### src/rtl/dma_req_pkg.sv
package dma_req_pkg;
  localparam int unsigned SEL_W = 2;
  typedef enum logic [1:0] {CH_IDLE, CH_REQ, CH_DRAIN} ch_state_e;
endpackage

### src/rtl/dma_ack_sync.sv
module dma_ack_sync #(
  parameter int unsigned STAGES = 2
) (
  input  logic clk_i,
  input  logic rst_ni,
  input  logic ack_i,
  output logic ack_lvl_o,
  output logic ack_rise_o
);
  logic [STAGES:0] pipe_q;

  always_ff @(posedge clk_i or negedge rst_ni) begin
    if (!rst_ni) pipe_q[0] <= 1'b0;
    else         pipe_q[0] <= ack_i;
  end

  for (genvar s = 1; s <= STAGES; s++) begin : g_stage
    always_ff @(posedge clk_i or negedge rst_ni) begin
      if (!rst_ni) pipe_q[s] <= 1'b0;
      else         pipe_q[s] <= pipe_q[s-1];
    end
  end

  assign ack_lvl_o  = pipe_q[STAGES-1];
  assign ack_rise_o = pipe_q[STAGES-1] & ~pipe_q[STAGES];
endmodule

### src/rtl/dma_cfg_check.sv
module dma_cfg_check #(
  parameter int unsigned NUM_CH   = 2,
  parameter int unsigned NUM_FIFO = 3,
  parameter int unsigned SEL_W    = 2
) (
  input  logic [NUM_CH-1:0]       en_i,
  input  logic [NUM_CH*SEL_W-1:0] sel_i,
  output logic [NUM_CH-1:0]       act_o,
  output logic                    err_o
);
  always_comb begin
    act_o = '0;
    err_o = 1'b0;
    for (int c = 0; c < NUM_CH; c++) begin
      logic clash;
      clash = 1'b0;
      for (int p = 0; p < c; p++) begin
        if (en_i[p] && sel_i[p*SEL_W +: SEL_W] == sel_i[c*SEL_W +: SEL_W]) clash = 1'b1;
      end
      if (en_i[c] && (int'(sel_i[c*SEL_W +: SEL_W]) < NUM_FIFO)) begin
        act_o[c] = ~clash;
        if (clash) err_o = 1'b1;
      end
    end
  end
endmodule

### src/rtl/dma_chan.sv
module dma_chan
  import dma_req_pkg::*;
#(
  parameter int unsigned LVL_W  = 6,
  parameter int unsigned BLEN_W = 4
) (
  input  logic              clk_i,
  input  logic              rst_ni,
  input  logic              act_i,
  input  logic [SEL_W-1:0]  sel_i,
  input  logic              dir_i,
  input  logic              burst_i,
  input  logic [BLEN_W-1:0] blen_i,
  input  logic [LVL_W-1:0]  avail_i,
  input  logic              ack_lvl_i,
  input  logic              ack_rise_i,
  output logic              dreq_o,
  output logic              stb_o,
  output logic [SEL_W-1:0]  stb_sel_o,
  output logic              stb_dir_o
);
  localparam int unsigned CNT_W = BLEN_W + 1;
  localparam int unsigned CMP_W = (LVL_W > CNT_W) ? LVL_W : CNT_W;

  ch_state_e        state_q;
  logic [CNT_W-1:0] cnt_q;
  logic             burst_q;
  logic [CNT_W-1:0] need;
  logic             ready;

  assign need  = burst_i ? (CNT_W'(blen_i) + CNT_W'(1)) : CNT_W'(1);
  assign ready = CMP_W'(avail_i) >= CMP_W'(need);

  always_ff @(posedge clk_i or negedge rst_ni) begin
    if (!rst_ni) begin
      state_q   <= CH_IDLE;
      cnt_q     <= '0;
      burst_q   <= 1'b0;
      stb_sel_o <= '0;
      stb_dir_o <= 1'b0;
    end else begin
      unique case (state_q)
        CH_IDLE: if (act_i && ready) begin
          state_q   <= CH_REQ;
          cnt_q     <= need;
          burst_q   <= burst_i;
          stb_sel_o <= sel_i;
          stb_dir_o <= dir_i;
        end
        CH_REQ: begin
          if (!act_i) state_q <= CH_IDLE;
          else if (ack_rise_i) begin
            if (burst_q && cnt_q > CNT_W'(1)) cnt_q <= cnt_q - CNT_W'(1);
            else                              state_q <= CH_DRAIN;
          end
        end
        CH_DRAIN: if (!act_i || !ack_lvl_i) state_q <= CH_IDLE;
        default: state_q <= CH_IDLE;
      endcase
    end
  end

  assign dreq_o = (state_q == CH_REQ);
  assign stb_o  = (state_q == CH_REQ) && ack_rise_i;


  stb_req_chk: assert property (@(posedge clk_i) disable iff (!rst_ni) stb_o |-> dreq_o);

  stb_pulse_chk: assert property (@(posedge clk_i) disable iff (!rst_ni) stb_o |=> !stb_o);

  single_drop_chk: assert property (@(posedge clk_i) disable iff (!rst_ni)
    (stb_o && !burst_q && act_i) |=> !dreq_o);

  off_drop_chk: assert property (@(posedge clk_i) disable iff (!rst_ni) !act_i |=> !dreq_o);
endmodule

### src/rtl/dma_req_ctrl.sv
module dma_req_ctrl
  import dma_req_pkg::*;
#(
  parameter int unsigned NUM_CH   = 2,
  parameter int unsigned NUM_FIFO = 3,
  parameter int unsigned LVL_W    = 6,
  parameter int unsigned BLEN_W   = 4
) (
  input  logic                       clk_i,
  input  logic                       rst_ni,
  input  logic [NUM_CH-1:0]          cfg_en_i,
  input  logic [NUM_CH*SEL_W-1:0]    cfg_sel_i,
  input  logic [NUM_CH-1:0]          cfg_dir_i,
  input  logic [NUM_CH-1:0]          cfg_burst_i,
  input  logic [NUM_CH*BLEN_W-1:0]   cfg_blen_i,
  input  logic [NUM_FIFO*LVL_W-1:0]  fifo_fill_i,
  input  logic [NUM_FIFO*LVL_W-1:0]  fifo_free_i,
  input  logic [NUM_CH-1:0]          dack_i,
  output logic [NUM_CH-1:0]          dreq_o,
  output logic [NUM_FIFO-1:0]        fifo_pop_o,
  output logic [NUM_FIFO-1:0]        fifo_push_o,
  output logic                       cfg_err_o
);
  logic [NUM_CH-1:0]       act;
  logic [NUM_CH-1:0]       stb;
  logic [NUM_CH-1:0]       stb_dir;
  logic [NUM_CH*SEL_W-1:0] stb_sel;

  dma_cfg_check #(.NUM_CH(NUM_CH), .NUM_FIFO(NUM_FIFO), .SEL_W(SEL_W)) u_cfg (
    .en_i (cfg_en_i),
    .sel_i(cfg_sel_i),
    .act_o(act),
    .err_o(cfg_err_o)
  );

  for (genvar c = 0; c < NUM_CH; c++) begin : g_ch
    logic             ack_lvl, ack_rise;
    logic [LVL_W-1:0] avail;
    logic [SEL_W-1:0] sel_c;

    assign sel_c = cfg_sel_i[c*SEL_W +: SEL_W];

    always_comb begin
      avail = '0;
      for (int f = 0; f < NUM_FIFO; f++) begin
        if (int'(sel_c) == f)
          avail = cfg_dir_i[c] ? fifo_free_i[f*LVL_W +: LVL_W] : fifo_fill_i[f*LVL_W +: LVL_W];
      end
    end

    dma_ack_sync #(.STAGES(2)) u_sync (
      .clk_i     (clk_i),
      .rst_ni    (rst_ni),
      .ack_i     (dack_i[c]),
      .ack_lvl_o (ack_lvl),
      .ack_rise_o(ack_rise)
    );

    dma_chan #(.LVL_W(LVL_W), .BLEN_W(BLEN_W)) u_chan (
      .clk_i     (clk_i),
      .rst_ni    (rst_ni),
      .act_i     (act[c]),
      .sel_i     (sel_c),
      .dir_i     (cfg_dir_i[c]),
      .burst_i   (cfg_burst_i[c]),
      .blen_i    (cfg_blen_i[c*BLEN_W +: BLEN_W]),
      .avail_i   (avail),
      .ack_lvl_i (ack_lvl),
      .ack_rise_i(ack_rise),
      .dreq_o    (dreq_o[c]),
      .stb_o     (stb[c]),
      .stb_sel_o (stb_sel[c*SEL_W +: SEL_W]),
      .stb_dir_o (stb_dir[c])
    );
  end

  always_comb begin
    fifo_pop_o  = '0;
    fifo_push_o = '0;
    for (int c = 0; c < NUM_CH; c++) begin
      for (int f = 0; f < NUM_FIFO; f++) begin
        if (stb[c] && int'(stb_sel[c*SEL_W +: SEL_W]) == f) begin
          if (stb_dir[c]) fifo_push_o[f] = 1'b1;
          else            fifo_pop_o[f]  = 1'b1;
        end
      end
    end
  end


  no_dual_chk: assert property (@(posedge clk_i) disable iff (!rst_ni)
    (fifo_pop_o & fifo_push_o) == '0);

  if (NUM_CH > 1) begin : g_conf_chk

    conflict_idle_chk: assert property (@(posedge clk_i) disable iff (!rst_ni)
      (cfg_err_o && $past(cfg_err_o) && $past(rst_ni)) |-> !dreq_o[NUM_CH-1]);
  end
endmodule

### config.mk
export PLATFORM = sky130hd
export DESIGN_NAME = dma_req_ctrl
export DESIGN_NICKNAME = d
export VERILOG_FILES = /design/src/rtl/dma_req_pkg.sv /design/src/rtl/dma_ack_sync.sv /design/src/rtl/dma_cfg_check.sv /design/src/rtl/dma_chan.sv /design/src/rtl/dma_req_ctrl.sv
export SDC_FILE = /design/constraint.sdc
export NUM_CORES = 1
export LEC_CHECK = 0
export ABC_AREA = 1
export BUFFER_PORTS_ARGS = -buffer_cell sky130_fd_sc_hd__buf_2
export CORE_ASPECT_RATIO = 1.5
export CORE_MARGIN = 4
export CORE_UTILIZATION = 50
export DETAILED_ROUTE_END_ITERATION = 6
export MAX_ROUTING_LAYER = met4
export PLACE_DENSITY_LB_ADDON = 0.1
export REMOVE_ABC_BUFFERS = 1
export SYNTH_ARGS = -nofsm -noshare
export SYNTH_HDL_FRONTEND = slang
export SYNTH_SLANG_ARGS = --single-unit
export TNS_END_PERCENT = 1
### constraint.sdc
create_clock -name clk_i -period 1.55 [get_ports clk_i]
set_input_delay 0.0775 -clock clk_i [delete_from_list [all_inputs] [get_ports clk_i]]
set_output_delay 0.0775 -clock clk_i [all_outputs]
set_load 0.01 [all_outputs]
==> results.tsv, run 1 <==
metric	value	unit
post-route-period-util	108	%
p_total	3.49	mW
hpwl	6.38	mm
nets	599	
crit_path_start	cfg_sel_i[1]	
drtAntennaViolNets	0	
worst_slew_pin_slew	615	ps
fin_ws	-119	ps
ys_seq_elements	28	
cp-end-kind	register	
route.detailed.drc	0	
max_cap_violations	0	
stdcell_count	592	
status	finished, violations left	
cp-start-kind	input port	
p_leak	1.99	nW
fp.dieW	67.1	um
ys_types	36	
rr_startpoint	g_ch[0].u_chan.cnt_q[0]	
grtUsageTotal	25.3	%
fin_util	73.7	%
r2r_end	g_ch[0].u_chan.cnt_q[3]	
crit_chain	buf_8 -> nor2_2 -> buf_4 -> o21ai_2 -> nor2_1 -> nor3_2 -> ha_1 -> inv_1 -> nand2_1 -> nand2_1 -> nand2_1 -> nand2_1 -> nand2_1 -> nand2_1 -> nand2_2 -> nand3_4 -> buf_6 -> nand2_2 -> o21ai_2	
crit_end	g_ch[0].u_chan.stb_dir_o	
netlist_area	0.00262	mm2
final_cell_mix	nand2_1 (92), buf_2 (62), buf_4 (62), inv_1 (47), o21ai_0 (40)	
slew_violations	0	
grt_antenna_before_repair	0	
start_util	51.2	%
synth-edff-count	0	
path_max_fanout	6	
ff2ff_path_depth	8	
rsz0062_at_grt	yes	
syn_inst	393	
crit_path_frequent_cell	nand2_1	
drt_iter0_drc	178	
clk_pin_slew_worst_paths	100	ps
routedWlPerCell	13.1	um
cts.sinks	28	
critPathTopFamily	simple AND/OR/NAND/NOR gates	
design.core.area	0.00512	mm2
worst-path-buf-inv	4	
ys_seq_area_share	26.7	%
synth_warnings	0	
syn_to_final_growth	43.9	%
crit_arrival	1880	ps
overflow	0	
dr.pass1.iters	4	
final-setup-viol-count	23	
finalHoldViolations	0	
viasPerCell	5.21	
final_cell_area	0.00378	mm2
clk_latency	280	ps
max_slew_margin	59.0	%
max_freq	599	MHz
root_buffer	clkbuf_8	
ir_drop	0.399	mV
fp.dieH	96.7	um
hold_ws	195	ps
wl	7.78	mm
h-tree-depth	1	
ios	67	
first_global_vias	2932	
layout_min_cycle_time	1670	ps
num_antenna_cells	0	
tritoncts	done	
async_flop_share	100	%
max_stage_delay	300	ps
cp_slowest_cell	nor3_2	
grt_max_degree	29	
rows	32	
grt_pass1_wl	12.7	mm
dieArea	0.00649	mm2
post-place-cells	580	
placed_area	0.00346	mm2
gp_congestion	1.04	
fillers	458	
clock_skew	5.38	ps
syn_area_per_cell	6.68	um2
required	1770	ps
crit_type	input port to register	
cp_num_cells	19	
drive_above_1_share	38.2	%
reg2reg_slack	-20	ps
numPortBuffers	66	
cts_inserted_buffers	3	
clockBufferDepth	2	
violations	setup timing	
hp-class	input port to register	
vias	3084	
synthFlopType	dfrtp_1	
final_common_cell	nand2_1	
powerDensity	925	mW/mm2
==> how the worst min path moves through the flow <==
stage	cells past startpoint	to	startpoint
after floorplan	0	g_ch[0].u_chan.burst_q	rst_ni
after global placement	1	g_ch[0].u_sync.pipe_q[2]	rst_ni
after detailed placement	1	g_ch[0].u_sync.pipe_q[2]	rst_ni
after CTS	4	g_ch[0].u_chan.stb_sel_o[0]	cfg_sel_i[0]
after global routing	4	g_ch[0].u_chan.stb_sel_o[0]	cfg_sel_i[0]
final	4	g_ch[0].u_chan.stb_sel_o[0]	cfg_sel_i[0]
==> worst reg2reg max path: stages (launching register included) <==
cell      delay [ps]
dfrtp_1          450
ha_1             220
nand2_1           60
nand2_1           60
a21boi_1         180
nand3_1          190
buf_4            210
nand3_2           60
nand2_1           50
==> cells by family (layout without fill, tap and decap cells) <==
| group | after synthesis | count (layout) | synth area share, % |
|---|---|---|---|
| AOI/OAI and AO/OA | 93 | 93 | 20.6 |
| xor gates and xnor gates | 2 | 2 | 0.668 |
| adders and majority gates | 16 | 16 | 7.63 |
| buffers and inverters | 69 | 200 | 11.1 |
| DFF | 28 | 28 | 26.7 |
| and+or+nand+nor | 185 | 185 | 33.4 |
==> area by class of cell <==
type	instances	area (um2)	area share, %
Clock buffer	3	41.3	1.09
Clock inverter	1	30.0	0.795
Inverter	59	231	6.13
Multi-Input combinational cell	296	1760	46.5
Sequential cell	28	701	18.6
Tap cell	68	85.1	2.25
Timing Repair Buffer	137	931	24.7
==> per-layer routing <==
layer  up-vias  GRT usage, %  part of all wire (%)  routed length [um]
met5         -             -                     0                   0
met4         0          14.1                   4.4                 346
met3        30          2.32                   5.4                 418
met2       140          41.1                    50                3880
met1      1342          29.8                    40                3140
li1       1572             -                     -                   -
==> Yosys cell counts, types with 5 or more instances <==
cell type | n | area (um2)
dfrtp_1 | 28 | 701
inv_2 | 9 | 33.8
o21ai_2 | 8 | 70.1
o22ai_1 | 8 | 50.1
nand4_1 | 9 | 56.3
o21ai_0 | 46 | 230
nand3_2 | 5 | 50.1
nor2_2 | 6 | 37.5
a21oi_1 | 19 | 95.1
nor2_1 | 27 | 101
inv_1 | 50 | 188
nand2_1 | 97 | 364
nand3_1 | 26 | 130
ha_1 | 16 | 200
==> registers in the layout, summed over array words and instances, names as in the netlist <==
name                   flops
g_ch.u_chan.burst_q        2
g_ch.u_chan.cnt_q         10
g_ch.u_chan.state_q        4
g_ch.u_chan.stb_dir_o      2
g_ch.u_chan.stb_sel_o      4
g_ch.u_sync.ack_lvl_o      2
g_ch.u_sync.pipe_q         4
==> power breakdown <==
part,internal [mW],leakage (nW),total (mW),switching [mW]
combinational,0.759,1.61,1.73,0.966
clock,0.346,0.0357,0.578,0.232
sequential,0.953,0.352,1.19,0.235
total,2.06,1.99,3.49,1.43
==> stage by stage <==
stage                     setup TNS, ps  worst slack, ps
after floorplan                   -1250             -164
after CTS                         -1880             -143
after detailed placement         -10170             -695
after global placement            -9680             -660
after global routing              -4590             -236
final                             -1610             -119
==> repair_timing <==
item,in CTS,in global routing
pin swaps,14,9
hold buffers,3,0
buffers inserted,3,2
hold endpoints to repair,30,0
endpoints found under the setup margin,26,26
resized for setup,32,24
No activity file was read; power rests on OpenSTA's default activity.
==> run 2: changes to the inputs <==
- CORE_UTILIZATION: 50 -> 54
==> results.tsv, run 2 (synthesis gave the netlist of run 1 again) <==
metric	value	unit	change
wl	8.69	mm	+12%
hp-class	input port to register		
max_cap_violations	0		unchanged
clock_skew	5.09	ps	-0.289 ps
h-tree-depth	1		unchanged
dr.pass1.iters	5		+1
design.core.area	0.00462	mm2	-9.9%
crit_end	g_ch[0].u_chan.stb_sel_o[0]		
p_clk_share	15.8	%	-0.8 points
p_seq_share	33.7	%	-0.3 points
root_buffer	clkbuf_8		
netSwitchingFraction	41.8	%	+0.78 points
powerDensity	923	mW/mm2	-0.14%
final-setup-viol-count	22		-4.3%
clk_pin_slew_worst_paths	100	ps	about the same
ir_drop	0.562	mV	+41%
hold_ws	168	ps	-26.9 ps
drive_above_1_share	42.0	%	+3.8 points
grt_antenna_before_repair	0		unchanged
setup_tns	-1590	ps	+20.4 ps
routedWlPerCell	14.8	um	+13%
grt_pass1_wl	13.3	mm	+4.9%
rows	30		-6.3%
vias	3170		+2.8%
drt_iter0_drc	208		+17%
cts.sinks	28		unchanged
violations	setup timing		
final_common_cell	nand2_1		
num_antenna_cells	0		unchanged
ios	67		unchanged
r2r_end	g_ch[0].u_chan.cnt_q[3]		
overflow	0		unchanged
max_slew_margin	59.5	%	+0.54 points
gp_congestion	0.983		-5.4%
rsz0062_at_grt	yes		
final_cell_mix	nand2_1 (84), buf_2 (60), buf_4 (56), inv_1 (46), o21ai_0 (29)		
fin_ws	-112	ps	+6.86 ps
route.detailed.drc	0		unchanged
crit_path_frequent_cell	nand2_2		
internal_power	2.09	mW	+1.4%
dieArea	0.00606	mm2	-6.7%
grtUsageTotal	28.3	%	+3.0 points
viasPerCell	5.41		+3.8%
largest_reg_flops	10		unchanged
cp-end-kind	register		
cp_slowest_cell	ha_1		
crit_path_start	cfg_sel_i[0]		
crit_arrival	1860	ps	-20 ps
post-route-period-util	107	%	-0.44 points
clockBufferDepth	2		unchanged
drtAntennaViolNets	0		unchanged
clk_latency	270	ps	about the same
reg2reg_slack	70	ps	+90 ps
cts_inserted_buffers	3		unchanged
crit_type	input port to register		
start_util	56.8	%	+5.6 points
hpwl	6.38	mm	about the same
crit_chain	buf_12 -> nor2_4 -> inv_4 -> a21oi_1 -> o21ai_2 -> o221ai_1 -> ha_1 -> a21oi_1 -> nand2_2 -> nand2_2 -> nand2_2 -> nand3_4 -> buf_6 -> nand2_2 -> o21ai_2		
cp_num_cells	15		-4
slew_violations	0		unchanged
grt_max_degree	29		unchanged
nets	597		-0.33%
fp.dieH	93.4	um	-3.5%
finalHoldViolations	0		unchanged
tritoncts	done		
max_freq	602	MHz	+0.41%
critPathTopFamily	compound AO/OA/AOI/OAI gates		
required	1750	ps	-20 ps
status	finished, violations left		
first_global_vias	2976		+1.5%
cp-start-kind	input port		
combPwrFrac	50.5	%	+1.1 points
syn_to_final_growth	48.1	%	
worst-path-buf-inv	3		-1
p_switching	1.50	mW	+4.7%
layout_min_cycle_time	1660	ps	-6.86 ps
path_max_fanout	7		+1
max_stage_delay	270	ps	-30 ps
rr_startpoint	g_ch[0].u_chan.cnt_q[0]		
fp.dieW	64.9	um	-3.3%
numPortBuffers	66		unchanged
p_leak	2.00	nW	+0.49%
worst_slew_pin_slew	607	ps	-8.12 ps
largest-register	g_ch.u_chan.cnt_q		
ff2ff_path_depth	8		unchanged
## run 2: changes by cell type in the layout (fill, tap and decap cells not counted), moves of 4 or more
cell     delta
a21oi_1     -4
a21oi_2     +4
buf_4       -6
buf_6       +7
nand2_1     -8
nand2_2     +8
o21ai_0    -11
o21ai_1     +6
o21ai_2     +5
## run 2: worst min path at each step
stage | end | start | cells after the start
finish | g_ch[0].u_chan.stb_sel_o[1] | cfg_sel_i[1] | 4
global route | g_ch[0].u_chan.stb_sel_o[1] | cfg_sel_i[1] | 4
CTS | g_ch[0].u_chan.stb_sel_o[1] | cfg_sel_i[1] | 4
detailed placement | g_ch[0].u_sync.ack_lvl_o | rst_ni | 1
global placement | g_ch[1].u_sync.pipe_q[0] | rst_ni | 1
floorplan | g_ch[0].u_chan.burst_q | rst_ni | 0
## run 2: through the flow
| step | instance area, um2 | instances | power (mW) | utilization, % | worst slack [ps] |
|---|---|---|---|---|---|
| final | 3890 | 586 | 3.59 | 84.2 | -112 |
| after global routing | 3890 | 586 | 3.88 | 84.2 | -208 |
| after CTS | 3710 | 586 | 3.47 | 80.4 | -98.6 |
| after detailed placement | 3410 | 572 | 2.77 | 73.8 | -592 |
| after global placement | 3410 | 572 | 2.71 | 73.8 | -567 |
| after floorplan | 2550 | 383 | 2.16 | - | -164 |
## run 2: worst min-delay path, stage by stage
cell and delay [ps]:
buf_12 120, inv_6 60, buf_4 110, o21ai_2 50
## run 2: metal layers
layer | up-vias | GRT usage [%] | routed length (um)
met4 | 0 | 12.2 | 347
met5 | - | - | 0
met3 | 29 | 1.32 | 433
met2 | 139 | 52.5 | 4810
li1 | 1569 | - | -
met1 | 1433 | 30.8 | 3090
## run 2: area by class of cell
| cell class | count | area, um2 |
|---|---|---|
| multi-input combinational | 296 | 1840 |
| fill | 315 | 731 |
| clock buffer | 3 | 41.3 |
| clock inverter | 1 | 30.0 |
| tap | 64 | 80.1 |
| inverter | 59 | 243 |
| timing repair buffer | 135 | 952 |
| sequential | 28 | 701 |
## run 2: repair_timing
item                                   4_1_cts  5_1_grt
hold buffers                                 3        0
setup buffers                                7        0
pin swaps                                   21       16
cloned                                       0        0
gates resized for setup                     56       51
endpoints found under the hold margin       30        0
setup endpoints to repair                   26       26
## run 2: power by group through the flow
stage / clock, mW / combinational, mW / sequential [mW]
floorplan: 0 / 1.05 / 1.11
detailed placement: 0 / 1.59 / 1.19
global route: 0.605 / 2.04 / 1.24
CTS: 0.572 / 1.71 / 1.19
global placement: 0 / 1.54 / 1.17
finish: 0.567 / 1.81 / 1.21
